===== config.mk =====
export PLATFORM = sky130hd
export DESIGN_NAME = stereo_ser_tx
export DESIGN_NICKNAME = d
export VERILOG_FILES = /design/src/rtl/stereo_ser_tx_pkg.sv /design/src/rtl/stx_pair_fifo.sv /design/src/rtl/stx_slot_track.sv /design/src/rtl/stx_bit_pick.sv /design/src/rtl/stereo_ser_tx.sv
export SDC_FILE = /design/constraint.sdc
export NUM_CORES = 1
export LEC_CHECK = 0
export ABC_CLOCK_PERIOD_IN_PS = 4900
export BUFFER_PORTS_ARGS = -buffer_cell sky130_fd_sc_hd__buf_2
export CORE_ASPECT_RATIO = 1.25
export CORE_UTILIZATION = 35
export CTS_CLUSTER_DIAMETER = 150
export DETAILED_ROUTE_END_ITERATION = 7
export PLACE_DENSITY_LB_ADDON = 0.3
export SYNTH_ARGS = -nofsm -noshare
export SYNTH_HDL_FRONTEND = slang
export SYNTH_SLANG_ARGS = --single-unit

===== constraint.sdc =====
create_clock -name clk -period 4.9 [get_ports clk]
set_clock_uncertainty 0.2 [all_clocks]
set_input_delay 0.98 -clock clk [delete_from_list [all_inputs] [get_ports clk]]
set_output_delay 0.98 -clock clk [all_outputs]
set_load 0.01 [all_outputs]

===== src/rtl/stereo_ser_tx_pkg.sv =====
package stereo_ser_tx_pkg;
  localparam int WORD_W   = 32;
  localparam int SLOT_W   = $clog2(WORD_W);
  localparam int POS_W    = SLOT_W + 1;
  localparam int FRAME_SL = 2 * WORD_W;

  typedef struct packed {
    logic [WORD_W-1:0] lft;
    logic [WORD_W-1:0] rgt;
  } pair_t;

  function automatic logic [POS_W-1:0] wlen_bits(input logic [1:0] code);
    case (code)
      2'd0:    return POS_W'(16);
      2'd1:    return POS_W'(24);
      default: return POS_W'(32);
    endcase
  endfunction
endpackage


===== src/rtl/stx_pair_fifo.sv =====
module stx_pair_fifo
  import stereo_ser_tx_pkg::*;
#(
  parameter int DEPTH = 8
) (
  input  logic                       clk,
  input  logic                       rst_n,
  input  logic                       wr_en,
  input  logic                       wr_right,
  input  logic [WORD_W-1:0]          wr_data,
  input  logic                       pop,
  output pair_t                      head,
  output logic                       empty,
  output logic                       full,
  output logic [$clog2(DEPTH+1)-1:0] level
);
  localparam int AW = (DEPTH > 1) ? $clog2(DEPTH) : 1;
  localparam int LW = $clog2(DEPTH + 1);

  pair_t             mem [DEPTH];
  logic [WORD_W-1:0] hold_q, hold_d;
  logic [AW-1:0]     wp_q, wp_d, rp_q, rp_d;
  logic [LW-1:0]     cnt_q, cnt_d;
  logic              push, take;

  assign full  = (cnt_q == LW'(DEPTH));
  assign empty = (cnt_q == '0);
  assign level = cnt_q;
  assign head  = mem[rp_q];
  assign push  = wr_en && wr_right && !full;
  assign take  = pop && !empty;

  always_comb begin
    hold_d = hold_q;
    wp_d   = wp_q;
    rp_d   = rp_q;
    cnt_d  = cnt_q;
    if (wr_en && !wr_right) hold_d = wr_data;
    if (push) wp_d = (wp_q == AW'(DEPTH - 1)) ? '0 : wp_q + AW'(1);
    if (take) rp_d = (rp_q == AW'(DEPTH - 1)) ? '0 : rp_q + AW'(1);
    case ({push, take})
      2'b10:   cnt_d = cnt_q + LW'(1);
      2'b01:   cnt_d = cnt_q - LW'(1);
      default: cnt_d = cnt_q;
    endcase
  end

  always_ff @(posedge clk or negedge rst_n) begin
    if (!rst_n) begin
      hold_q <= '0;
      wp_q   <= '0;
      rp_q   <= '0;
      cnt_q  <= '0;
    end else begin
      hold_q <= hold_d;
      wp_q   <= wp_d;
      rp_q   <= rp_d;
      cnt_q  <= cnt_d;
    end
  end

  always_ff @(posedge clk) begin
    if (push) mem[wp_q] <= '{lft: hold_q, rgt: wr_data};
  end
endmodule


===== src/rtl/stx_slot_track.sv =====
module stx_slot_track
  import stereo_ser_tx_pkg::*;
(
  input  logic             clk,
  input  logic             rst_n,
  input  logic             bit_tick,
  input  logic             frame_tick,
  input  logic             cfg_delay,
  output logic [POS_W-1:0] vpos
);
  logic [POS_W-1:0] pos_q, pos_d, pos_now;

  // slot of the current tick, counted from the frame edge
  assign pos_now = frame_tick ? '0 : pos_q;
  // content position: the delayed style lags the frame edge by one slot
  assign vpos    = pos_now - POS_W'(cfg_delay);

  always_comb begin
    pos_d = pos_q;
    if (bit_tick) pos_d = pos_now + POS_W'(1);
  end

  always_ff @(posedge clk or negedge rst_n) begin
    if (!rst_n) pos_q <= '0;
    else        pos_q <= pos_d;
  end
endmodule


===== src/rtl/stx_bit_pick.sv =====
module stx_bit_pick
  import stereo_ser_tx_pkg::*;
(
  input  pair_t            pair,
  input  logic [POS_W-1:0] vpos,
  input  logic [1:0]       cfg_wlen,
  input  logic             cfg_rjust,
  output logic             bit_out
);
  logic [WORD_W-1:0] half;
  logic [POS_W-1:0]  wbits, k, idx;

  always_comb begin
    half  = vpos[POS_W-1] ? pair.rgt : pair.lft;
    wbits = wlen_bits(cfg_wlen);
    k     = {1'b0, vpos[SLOT_W-1:0]};
    idx   = '0;
    bit_out = 1'b0;
    if (!cfg_rjust) begin
      if (k < wbits) begin
        idx     = wbits - POS_W'(1) - k;
        bit_out = half[idx[SLOT_W-1:0]];
      end
    end else begin
      if (k >= POS_W'(WORD_W) - wbits) begin
        idx     = {1'b0, ~vpos[SLOT_W-1:0]};
        bit_out = half[idx[SLOT_W-1:0]];
      end
    end
  end
endmodule


===== src/rtl/stereo_ser_tx.sv =====
module stereo_ser_tx
  import stereo_ser_tx_pkg::*;
#(
  parameter int DEPTH = 8
) (
  input  logic                       clk,
  input  logic                       rst_n,
  input  logic                       bit_tick,
  input  logic                       frame_tick,
  input  logic                       cfg_en,
  input  logic [1:0]                 cfg_wlen,
  input  logic                       cfg_delay,
  input  logic                       cfg_rjust,
  input  logic                       cfg_lvl_sel,
  input  logic                       cfg_uf_ie,
  input  logic                       wr_en,
  input  logic                       wr_right,
  input  logic [31:0]                wr_data,
  input  logic                       uf_clr,
  output logic                       sdata,
  output logic                       fifo_full,
  output logic [$clog2(DEPTH+1)-1:0] fifo_level,
  output logic                       irq_level,
  output logic                       irq_underflow,
  output logic                       underflow_flag
);
  localparam int LW = $clog2(DEPTH + 1);

  logic [1:0]       rs_q;
  logic             rst_i_n;
  logic [POS_W-1:0] vpos;
  logic             vstart, f_empty, pop, pick;
  pair_t            head, cur_q, cur_d, pair_sel;
  logic             act_q, act_d, sd_q, sd_d, uf_q, uf_d;

  // asynchronous assert, synchronous release
  always_ff @(posedge clk or negedge rst_n) begin
    if (!rst_n) rs_q <= 2'b00;
    else        rs_q <= {rs_q[0], 1'b1};
  end
  assign rst_i_n = rs_q[1];

  stx_pair_fifo #(.DEPTH(DEPTH)) u_fifo (
    .clk      (clk),
    .rst_n    (rst_i_n),
    .wr_en    (wr_en),
    .wr_right (wr_right),
    .wr_data  (wr_data),
    .pop      (pop),
    .head     (head),
    .empty    (f_empty),
    .full     (fifo_full),
    .level    (fifo_level)
  );

  stx_slot_track u_track (
    .clk        (clk),
    .rst_n      (rst_i_n),
    .bit_tick   (bit_tick),
    .frame_tick (frame_tick),
    .cfg_delay  (cfg_delay),
    .vpos       (vpos)
  );

  assign vstart   = bit_tick && (vpos == '0);
  assign pop      = vstart && cfg_en && !f_empty;
  assign pair_sel = vstart ? (f_empty ? '0 : head) : cur_q;

  stx_bit_pick u_pick (
    .pair      (pair_sel),
    .vpos      (vpos),
    .cfg_wlen  (cfg_wlen),
    .cfg_rjust (cfg_rjust),
    .bit_out   (pick)
  );

  always_comb begin
    act_d = act_q;
    cur_d = cur_q;
    sd_d  = sd_q;
    uf_d  = uf_q;
    if (uf_clr) uf_d = 1'b0;
    if (!cfg_en) begin
      act_d = 1'b0;
      sd_d  = 1'b0;
    end else if (bit_tick) begin
      if (vstart) begin
        act_d = 1'b1;
        cur_d = pair_sel;
        if (f_empty) uf_d = 1'b1;
      end
      sd_d = (vstart || act_q) ? pick : 1'b0;
    end
  end

  always_ff @(posedge clk or negedge rst_i_n) begin
    if (!rst_i_n) begin
      act_q <= 1'b0;
      cur_q <= '0;
      sd_q  <= 1'b0;
      uf_q  <= 1'b0;
    end else begin
      act_q <= act_d;
      cur_q <= cur_d;
      sd_q  <= sd_d;
      uf_q  <= uf_d;
    end
  end

  assign sdata          = sd_q;
  assign underflow_flag = uf_q;
  assign irq_underflow  = uf_q && cfg_uf_ie;
  assign irq_level      = cfg_lvl_sel ? (fifo_level == '0)
                                      : (fifo_level <= LW'(DEPTH / 2));
endmodule


==> impl_metrics.tcl, run 1 <==
set metrics [dict create \
    status "completed" \
    die_w_microns 242.7 \
    top_level_ports 55 \
    slowest_delay_ns 0.42 \
    portBuffers 54 \
    worst_pin_slew_ns 0.9639 \
    cts_buffers 58 \
    hold-path-endpoint "rs_q[1]" \
    cts.sinks 629 \
    die-area_sq_mm 0.07351 \
    postSynthCellCount 1361 \
    p_total_mw 15.23 \
    hold_viol 0 \
    synth_edf_count 512 \
    firstDrtPassIters 5 \
    vdd_drop_max_mv 0.2563 \
    grt_pass1_wl_mm 85.08 \
    required_ns 5.22 \
    post_cts_resize_count 0 \
    clk_path_buf_depth 3 \
    hpwl_mm 32.97 \
    cts_root_buf "clkbuf_16" \
    critical_path_arrival_ns 4.27 \
    cts_hold_buf 1 \
    grt_max_degree 119 \
    gp_congestion 0.8813 \
    clk_pin_slew_worst_paths_ns 0.07 \
    dr_total_vias 12703 \
    whs_ns 0.1529 \
    min_period_ns 3.954 \
    drt_iter0_drc 887 \
    avgSynthCellArea_sq_um 18.62 \
    r2r_start "u_track.pos_q[0]" \
    holdPathStages 0 \
    rows 109 \
    grt_pass1_vias 13254 \
    nets 1502 \
    wirelength_mm 56.66 \
    antenna_found_initial 2 \
    routed_via_density 5.217 \
    start_util_pct 35.60 \
    antenna_cells 0 \
    rr_endpoint "sdata" \
    yosysWarnings 0 \
    fillers 6311 \
    drtAntennaViolNets 0 \
    path_class "input port to flip-flop" \
    p_leak_nw 9.650 \
    drive_gt1_share_pct 27.14 \
    r2r_cells 12 \
    synth_most_common_cell "edfxtp_1" \
    grt_setup_unrepaired "no" \
    grt_use_total_pct 15.57 \
    synth-seq-cells 629 \
    syn_nets 1421 \
    wl_per_cell_microns 23.27 \
    drc 0 \
    overflow 0 \
    cp_cell_sequence "buf_2 -> inv_1 -> nand2_1 -> ha_1 -> nor4bb_1 -> o211a_1 -> nor2_2 -> nor3_4 -> buf_4 -> mux2_1 -> a221o_1 -> or3_1 -> a211oi_2 -> a2bb2oi_2" \
    ys_async_sr_fraction_pct 18.60 \
    fmax_ghz 0.2529 \
    fin_crit_sh_pct 80.69 \
    synth-main-ff-cell "edfxtp_1" \
    ys_types 86 \
    drv_slew 0 \
    h-tree-depth 2 \
    reg2reg_slack_ns 1.15 \
    p_per_area_mw_per_mm2 526.6 \
    area_growth_pct 14.09 \
    netlist.area_leader.share_pct 60.66 \
    finalSetupViolations 0 \
    crit_path_end_kind "flip-flop" \
    synthTopCellsByArea "edfxtp_1 61%, mux4_2 12%, dfrtp_1 12%" \
    worst_setup_path_start_kind "input port" \
    slowest_stage "ha_1" \
    cts_tree "built" \
    die_h_microns 302.9 \
    max-cap-violations 0 \
    slew_headroom_pct 35.61 \
    fin_tns_setup_ns 0 \
    synth_area_sq_mm 0.02535 \
    postCtsSetupBuffers 0 \
    crit_path_max_fanout 13 \
    final_core_util_pct 40.62 \
    yosysSeqAreaShare_pct 72.21 \
    synth_commonest_cells "512 x edfxtp_1, 131 x mux4_2, 117 x dfrtp_1, 93 x nand2_1, 64 x mux2i_1" \
    core_area_sq_mm 0.07119 \
    insertion_delay_ns 0.63 \
    holdCritStartpoint "rs_q[0]" \
    synth_area_leader_cell "edfxtp_1" \
    hold_class "flip-flop to flip-flop" \
]
[where the power goes]
part	internal [mW]	total (mW)	switching (mW)
Clock	2.62	4.59	1.97
Combinational	1.64	3.48	1.84
Sequential	6.54	7.16	0.626
Total	10.8	15.2	4.43
[layout make-up]
class                           instances  area [sq um]  share of cell area [%]
Clock buffer                           72          1585                   5.482
Clock inverter                         38         367.9                   1.272
Inverter                               19         73.82                  0.2553
Multi-Input combinational cell        636          6716                   23.23
Sequential cell                       629         18320                   63.34
Tap cell                              943          1180                   4.080
Timing Repair Buffer                   98         678.2                   2.345
[worst max-delay path, delay by kind of cell]
| family | cells | cell delay (ns) |
|---|---|---|
| multiplexers | 1 | 0.34 |
| AO/OA/AOI/OAI | 4 | 0.89 |
| AND/OR/NAND/NOR | 5 | 1.17 |
| adder cells (fa/ha/maj) | 1 | 0.42 |
| buffers and inverters | 3 | 0.48 |
[placed cells by master (no fill, tap or decap), drive strengths merged, types with 6 or more instances in the layout]
cell type / n
ha: 13
nor2: 39
o31ai: 50
inv: 23
a22oi: 7
buf: 97
o22ai: 11
clkinv: 26
nand3: 12
a21oi: 11
nand2: 94
mux2i: 64
and2: 6
o21ai: 21
mux2: 54
nor4: 6
dfrtp: 117
mux4: 131
clkbuf: 72
nor3: 17
edfxtp: 512
bufinv: 6
[layer usage]
layer,track usage [%],wire [microns],share of wire (%)
met2,26.40,28240,50
met4,5.481,1644,2.9
met5,0,22,0.039
met3,2.609,2529,4.5
met1,20.28,24220,43
[cells by family after synthesis]
kind of cell | Yosys count | synth area share (%)
flops | 629 | 72.21
mux | 249 | 16.58
simple gates | 208 | 3.915
compound gates | 156 | 4.630
buf+inv | 96 | 1.654
fa+ha+maj | 14 | 0.7207
xor+xnor | 8 | 0.2764
other cells | 1 | 0.01479
[worst max-delay path by stage]
stage / endpoint / startpoint / slack (ns) / depth (start not counted)
after detailed placement: sdata / frame_tick / 0.37 / 14
after floorplan: u_fifo.mem[2][0] / wr_right / -1.52 / 2
after global placement: u_fifo.level[3] / frame_tick / 0.43 / 17
after CTS: sdata / frame_tick / 1.04 / 14
final: sdata / frame_tick / 0.95 / 14
after global routing: u_fifo.level[3] / frame_tick / 0.73 / 17
[through the flow]
stage | area, sq um | setup WS, ns | cells
2_1_floorplan | 25360 | -1.520 | 1361
3_3_place_gp | 26960 | 0.4321 | 2324
3_5_place_dp | 26960 | 0.3721 | 2324
4_1_cts | 28920 | 1.044 | 2435
5_1_grt | 28920 | 0.7323 | 2435
6_report | 28920 | 0.9460 | 2435
[state kept, by name, summed over array words and instances, names as in the netlist, 2 cells and up]
signal         count
u_fifo.level       4
u_fifo.mem       512
u_track.pos_q      6
u_fifo.wp_q        3
u_fifo.rp_q        3
cur_q             64
rs_q               2
u_fifo.hold_q     32
No activity file was read; power rests on OpenSTA's default activity.
==> inputs of run 2 (changes only) <==
ABC_AREA = 1   (was not set)
ABC_CLOCK_PERIOD_IN_PS = 4019   (was 4900)
clock period = 4.02 ns   (was 4.9 ns; I/O delays follow)
==> impl_metrics.tcl, run 2 <==
set metrics [dict create \
    status "complete, but fails checks" \
    failed_checks "DRC" \
    top_level_ports 55 \
    clk_pin_slew_worst_paths_ns 0.07 \
    insertion_delay_ns 0.62 \
    synth-main-ff-cell "edfxtp_1" \
    mostFrequentLayoutCell "edfxtp_1" \
    worst_setup_path_start_kind "flip-flop" \
    largest_reg_flops 512 \
    area_growth_pct 13.70 \
    gp_congestion 0.8303 \
    die_w_microns 246.8 \
    clk_path_buf_depth 3 \
    hpwl_mm 36.57 \
    routed_via_density 5.139 \
    drive_gt1_share_pct 11.50 \
    grt_max_degree 139 \
    cts.sinks 629 \
    portBuffers 54 \
    post_cts_resize_count 0 \
    synthTopCellsByArea "edfxtp_1 59%, dfrtp_1 11%, o21ai_0 5.7%" \
    max-cap-violations 0 \
    grt_setup_unrepaired "no" \
    fin_tns_setup_ns 0 \
    cp-startpoint "u_track.pos_q[0]" \
    postCtsSetupBuffers 0 \
    grt_pass1_wl_mm 102.9 \
    drc 16 \
    avgSynthCellArea_sq_um 11.30 \
    yosysWarnings 0 \
    synth_area_sq_mm 0.02622 \
    cts_root_buf "clkbuf_16" \
    worst_pin_slew_ns 0.9910 \
    core_area_sq_mm 0.07375 \
    p_per_area_mw_per_mm2 674.7 \
    drt_iter0_drc 1450 \
    hold_viol 0 \
    cts_tree "built" \
    dpl_cell_area_sq_mm 0.02791 \
    min_period_ns 3.479 \
    h-tree-depth 2 \
    rows 111 \
    antenna_found_initial 2 \
    whs_ns 0.1483 \
    hold_class "flip-flop to asynchronous set/reset pin" \
    die-area_sq_mm 0.07602 \
    yosysSeqAreaShare_pct 69.80 \
    netlist.area_leader.share_pct 58.64 \
    vdd_drop_max_mv 0.4059 \
    p_leak_nw 10.99 \
    slew_headroom_pct 33.94 \
    path_class "flip-flop to flip-flop" \
    finalSetupViolations 0 \
    cts_hold_buf 1 \
    overflow 0 \
    reg_top3 "u_fifo.mem (512), cur_q (64), u_fifo.hold_q (32)" \
    ys_types 40 \
    synth_most_common_cell "edfxtp_1" \
    crit_path_max_fanout 4 \
    fmax_ghz 0.2875 \
    die_h_microns 308.0 \
    r2r_cells 21 \
    synth_area_leader_cell "edfxtp_1" \
    place_ws_ns 0.05971 \
    wirelength_mm 66.11 \
    synth_edf_count 512 \
    p_total_mw 20.11 \
    postSynthCellCount 2321 \
    critical_path_arrival_ns 3.79 \
    top_register "u_fifo.mem" \
    syn_nets 2381 \
    crit_path_end_kind "flip-flop" \
    final_cell_mix "512 x edfxtp_1, 379 x nor2_1, 357 x nand2_1" \
    start_util_pct 35.55 \
    required_ns 4.33 \
    synth_commonest_cells "512 x edfxtp_1, 388 x nor2_1, 358 x nand2_1, 298 x o21ai_0, 209 x nand3_1" \
    ys_async_sr_fraction_pct 18.60 \
    r2r_start "u_track.pos_q[0]" \
    firstDrtPassIters 8 \
    cts_buffers 57 \
    dr_total_vias 17271 \
    drv_slew 0 \
    grt_use_total_pct 17.64 \
    worst_slack_ns 0.5413 \
    nets 2411 \
    drtAntennaViolNets 0 \
    fin_crit_sh_pct 86.54 \
    synth-seq-cells 629 \
    design_area_sq_mm 0.02981 \
    grt_pass1_vias 17680 \
    wl_per_cell_microns 19.67 \
]
-- run 2: cell types whose count changed in the layout (fill, tap and decap cells not counted), sizes merged, moves of 21 or more --
cell and delta:
inv +84, o31ai -39, mux2i -64, nor2 +352
o21ai +281, nand2 +270, nand3 +199, mux2 -22
mux4 -131, o22ai +21, o211ai +40
-- run 2: final timing paths --
kind / to / slack, ns
hold / removal: cur_q[25] / 0.15
hold reg to reg: cur_q[25] / 0.15
setup / recovery: u_fifo.level[3] / 0.54
max in group asynchronous: act_q / 2.55
setup reg to reg: u_fifo.level[3] / 0.54
min in group clk: rs_q[1] / 0.16
-- run 2: metrics by stage --
step | cells | utilization (%)
3_5_place_dp | 3251 | 37.85
3_3_place_gp | 3251 | 37.85
6_report | 3361 | 40.43
5_1_grt | 3359 | 40.42
2_1_floorplan | 2321 | -
4_1_cts | 3359 | 40.42
-- run 2: routing by layer --
| metal | GRT usage, % | share of wire, % | vias up |
|---|---|---|---|
| met4 | 5.972 | 2.5 | 4 |
| li1 | - | - | 8168 |
| met5 | 0 | 0.038 | - |
| met1 | 22.14 | 43 | 8578 |
| met3 | 2.202 | 3.9 | 109 |
| met2 | 31.16 | 51 | 412 |
-- run 2: area by class of cell --
type                       count  area (sq um)
inverter                     106         404.1
multi-input combinational   1440          6955
clock inverter                40         411.6
tap                          960          1201
timing repair buffer         117          1046
clock buffer                  67          1474
fill                        6831         43930
antenna                        2         5.005
sequential                   629         18320
-- run 2: kinds of logic (layout without fill, tap and decap cells) --
group / Yosys count / count (layout) / share of synthesized area [%]
and+or+nand+nor: 972 / 972 / 15.18
adders and majority gates: 14 / 14 / 0.6967
xor gates and xnor gates: 5 / 5 / 0.1957
muxes: 32 / 32 / 1.374
other: 1 / 3 / 0.01430
AOI/OAI and AO/OA: 416 / 416 / 8.818
buffers and inverters: 252 / 330 / 3.918
DFF: 629 / 629 / 69.80
-- run 2: where the power goes --
group          leakage, nW  switching (mW)  total [mW]  internal, mW
clock network        0.908            2.42        5.51          3.09
logic                 4.02            4.25        6.17          1.92
registers             6.06           0.520        8.43          7.91
-- run 2: critical path: stages, from the launching register on --
cell and delay, ns:
dfrtp_1 0.39, inv_1 0.07, nor2_1 0.05, inv_1 0.09, ha_1 0.23, inv_1 0.05
nand3_1 0.13, nand2_4 0.07, nor3_2 0.19, nand3_2 0.10, nor2_2 0.21, clkinv_2 0.16
nor2_1 0.17, ha_1 0.22, ha_1 0.28, nand2_1 0.08, nor2_1 0.04, a211oi_1 0.26
nor2_1 0.07, nor2_1 0.09, nand2_1 0.07, xor2_1 0.14
==> inputs of run 3 (changes only) <==
ABC_AREA = not set   (was 1)
==> impl_metrics.tcl, run 3 (same netlist as run 1, synthesis figures left out) <==
set metrics [dict create \
    status "completed" \
    die_h_microns 302.9 \
    fin_crit_sh_pct 85.27 \
    r2r_cells 16 \
    drt_iter0_drc 867 \
    post_cts_resize_count 0 \
    required_ns 4.31 \
    path_class "flip-flop to flip-flop" \
    start_util_pct 35.60 \
    wirelength_mm 56.77 \
    finalSetupViolations 0 \
    area_growth_pct 15.50 \
    cpLargestDelayFamily "compound AO/OA/AOI/OAI gates" \
    worst_setup_path_start_kind "flip-flop" \
    grt_pass1_vias 13409 \
    grt_setup_unrepaired "no" \
    dr_total_vias 12743 \
    grt_max_degree 65 \
    slew_headroom_pct 37.61 \
    top_register "u_fifo.mem" \
    h-tree-depth 2 \
    hold_viol 0 \
    cts_tree "built" \
    worst_pin_slew_ns 0.9328 \
    vdd_drop_max_mv 0.3416 \
    slowest_delay_ns 0.42 \
    grt_pass1_wl_mm 86.13 \
    portBuffers 54 \
    hpwl_mm 34.20 \
    design_area_sq_mm 0.02927 \
    r2r_start "u_track.pos_q[0]" \
    min_period_ns 3.428 \
    drive_gt1_share_pct 28.91 \
    holdCritStartpoint "rs_q[0]" \
    drv_slew 0 \
    cpMostUsedCell "ha_1" \
    hold_class "flip-flop to flip-flop" \
    clk_path_buf_depth 3 \
    insertion_delay_ns 0.62 \
    dpl_cell_area_sq_mm 0.02725 \
    p_leak_nw 9.839 \
    instances_no_fill 2458 \
    fmax_ghz 0.2917 \
    critical_path_arrival_ns 3.72 \
    crit_path_end_kind "flip-flop" \
    rr_endpoint "u_fifo.level[3]" \
    cp-startpoint "u_track.pos_q[0]" \
    p_per_area_mw_per_mm2 637.7 \
    antenna_cells 0 \
    gp_congestion 0.9198 \
    largest_reg_flops 512 \
    cts_root_buf "clkbuf_16" \
    nets 1525 \
    top_level_ports 55 \
    antenna_found_initial 4 \
    slowest_stage "dfrtp_1" \
    firstDrtPassIters 7 \
    cp_num_buf_inv 2 \
    postCtsSetupBuffers 0 \
    crit_path_max_fanout 5 \
    final_cell_mix "512 x edfxtp_1, 131 x mux4_2, 113 x dfrtp_1" \
    clk_pin_slew_worst_paths_ns 0.07 \
    core_area_sq_mm 0.07119 \
    die_w_microns 242.7 \
    routed_via_density 5.184 \
    cp_num_cells 16 \
    reg2reg_slack_ns 0.59 \
    crit_path_end "u_fifo.level[3]" \
    grt_use_total_pct 15.70 \
    mostFrequentLayoutCell "edfxtp_1" \
    dp.cells 2347 \
    overflow 0 \
    wl_per_cell_microns 23.10 \
    cts_buffers 58 \
    cts_hold_buf 1 \
    cts.sinks 629 \
    drc 0 \
    max-cap-violations 0 \
    reg_top3 "u_fifo.mem (512), cur_q (64), u_fifo.hold_q (32)" \
    cp_cell_sequence "nand2_1 -> ha_1 -> nand3b_1 -> o32a_1 -> a21bo_2 -> nor3_4 -> buf_4 -> nand3_2 -> inv_1 -> ha_1 -> ha_1 -> a21o_1 -> a21oi_1 -> xnor2_1 -> nor2_1 -> xor2_1" \
    drtAntennaViolNets 0 \
    die-area_sq_mm 0.07351 \
    rows 109 \
]
## run 3: cell count changes in the layout (fill, tap and decap cells not counted), sizes merged, moves of 13 or more
cell and delta:
nor2 -352, o21ai -281, nand2 -270, nand3 -199, mux4 +131, inv -85, mux2i +64, o211ai -40
o31ai +39, mux2 +22, o22ai -21, nor3 +13
## run 3: where the power goes
group | total (mW) | internal (mW) | switching [mW]
Sequential | 8.70 | 7.96 | 0.739
Combinational | 4.22 | 1.99 | 2.23
Clock | 5.74 | 3.32 | 2.42
Total | 18.7 | 13.3 | 5.39
## run 3: worst min path at each step
stage,to,slack [ns],cells past startpoint
final,rs_q[1],0.15,0
after global placement,rs_q[1],0.13,0
after CTS,underflow_flag,0.15,2
after global routing,underflow_flag,0.17,2
after detailed placement,rs_q[1],0.14,0
after floorplan,rs_q[1],0.13,0
## run 3: routing by layer
layer / part of all wire (%) / vias to the layer above / track usage, % / routed length, microns
met3: 3.4 / 91 / 2.282 / 1953
met5: 0.070 / - / 0 / 40
met2: 50 / 238 / 26.46 / 28280
li1: - / 5711 / - / -
met1: 44 / 6697 / 20.91 / 24850
met4: 2.9 / 6 / 5.301 / 1645
## run 3: metrics by stage
step | util (%) | power [mW] | setup slack (ns) | TNS, ns | hold slack (ns)
2_1_floorplan | - | 11.67 | -0.3586 | -141.52 | 0.1312
3_3_place_gp | 38.28 | 13.10 | 0.05849 | 0 | 0.1340
3_5_place_dp | 38.28 | 13.18 | 0.02522 | 0 | 0.1371
4_1_cts | 41.12 | 18.94 | 0.6069 | 0 | 0.1512
5_1_grt | 41.12 | 19.54 | 0.3823 | 0 | 0.1694
6_report | 41.12 | 18.67 | 0.5922 | 0 | 0.1501
## run 3: cell type report
class | instances | area (sq um)
clock buffers | 67 | 1526
clock inverters | 43 | 489.2
fillers | 6341 | 41920
inverters | 19 | 73.82
multi-input cells | 636 | 6749
flip-flops and latches | 629 | 18320
well taps | 943 | 1180
repair buffers | 121 | 938.4
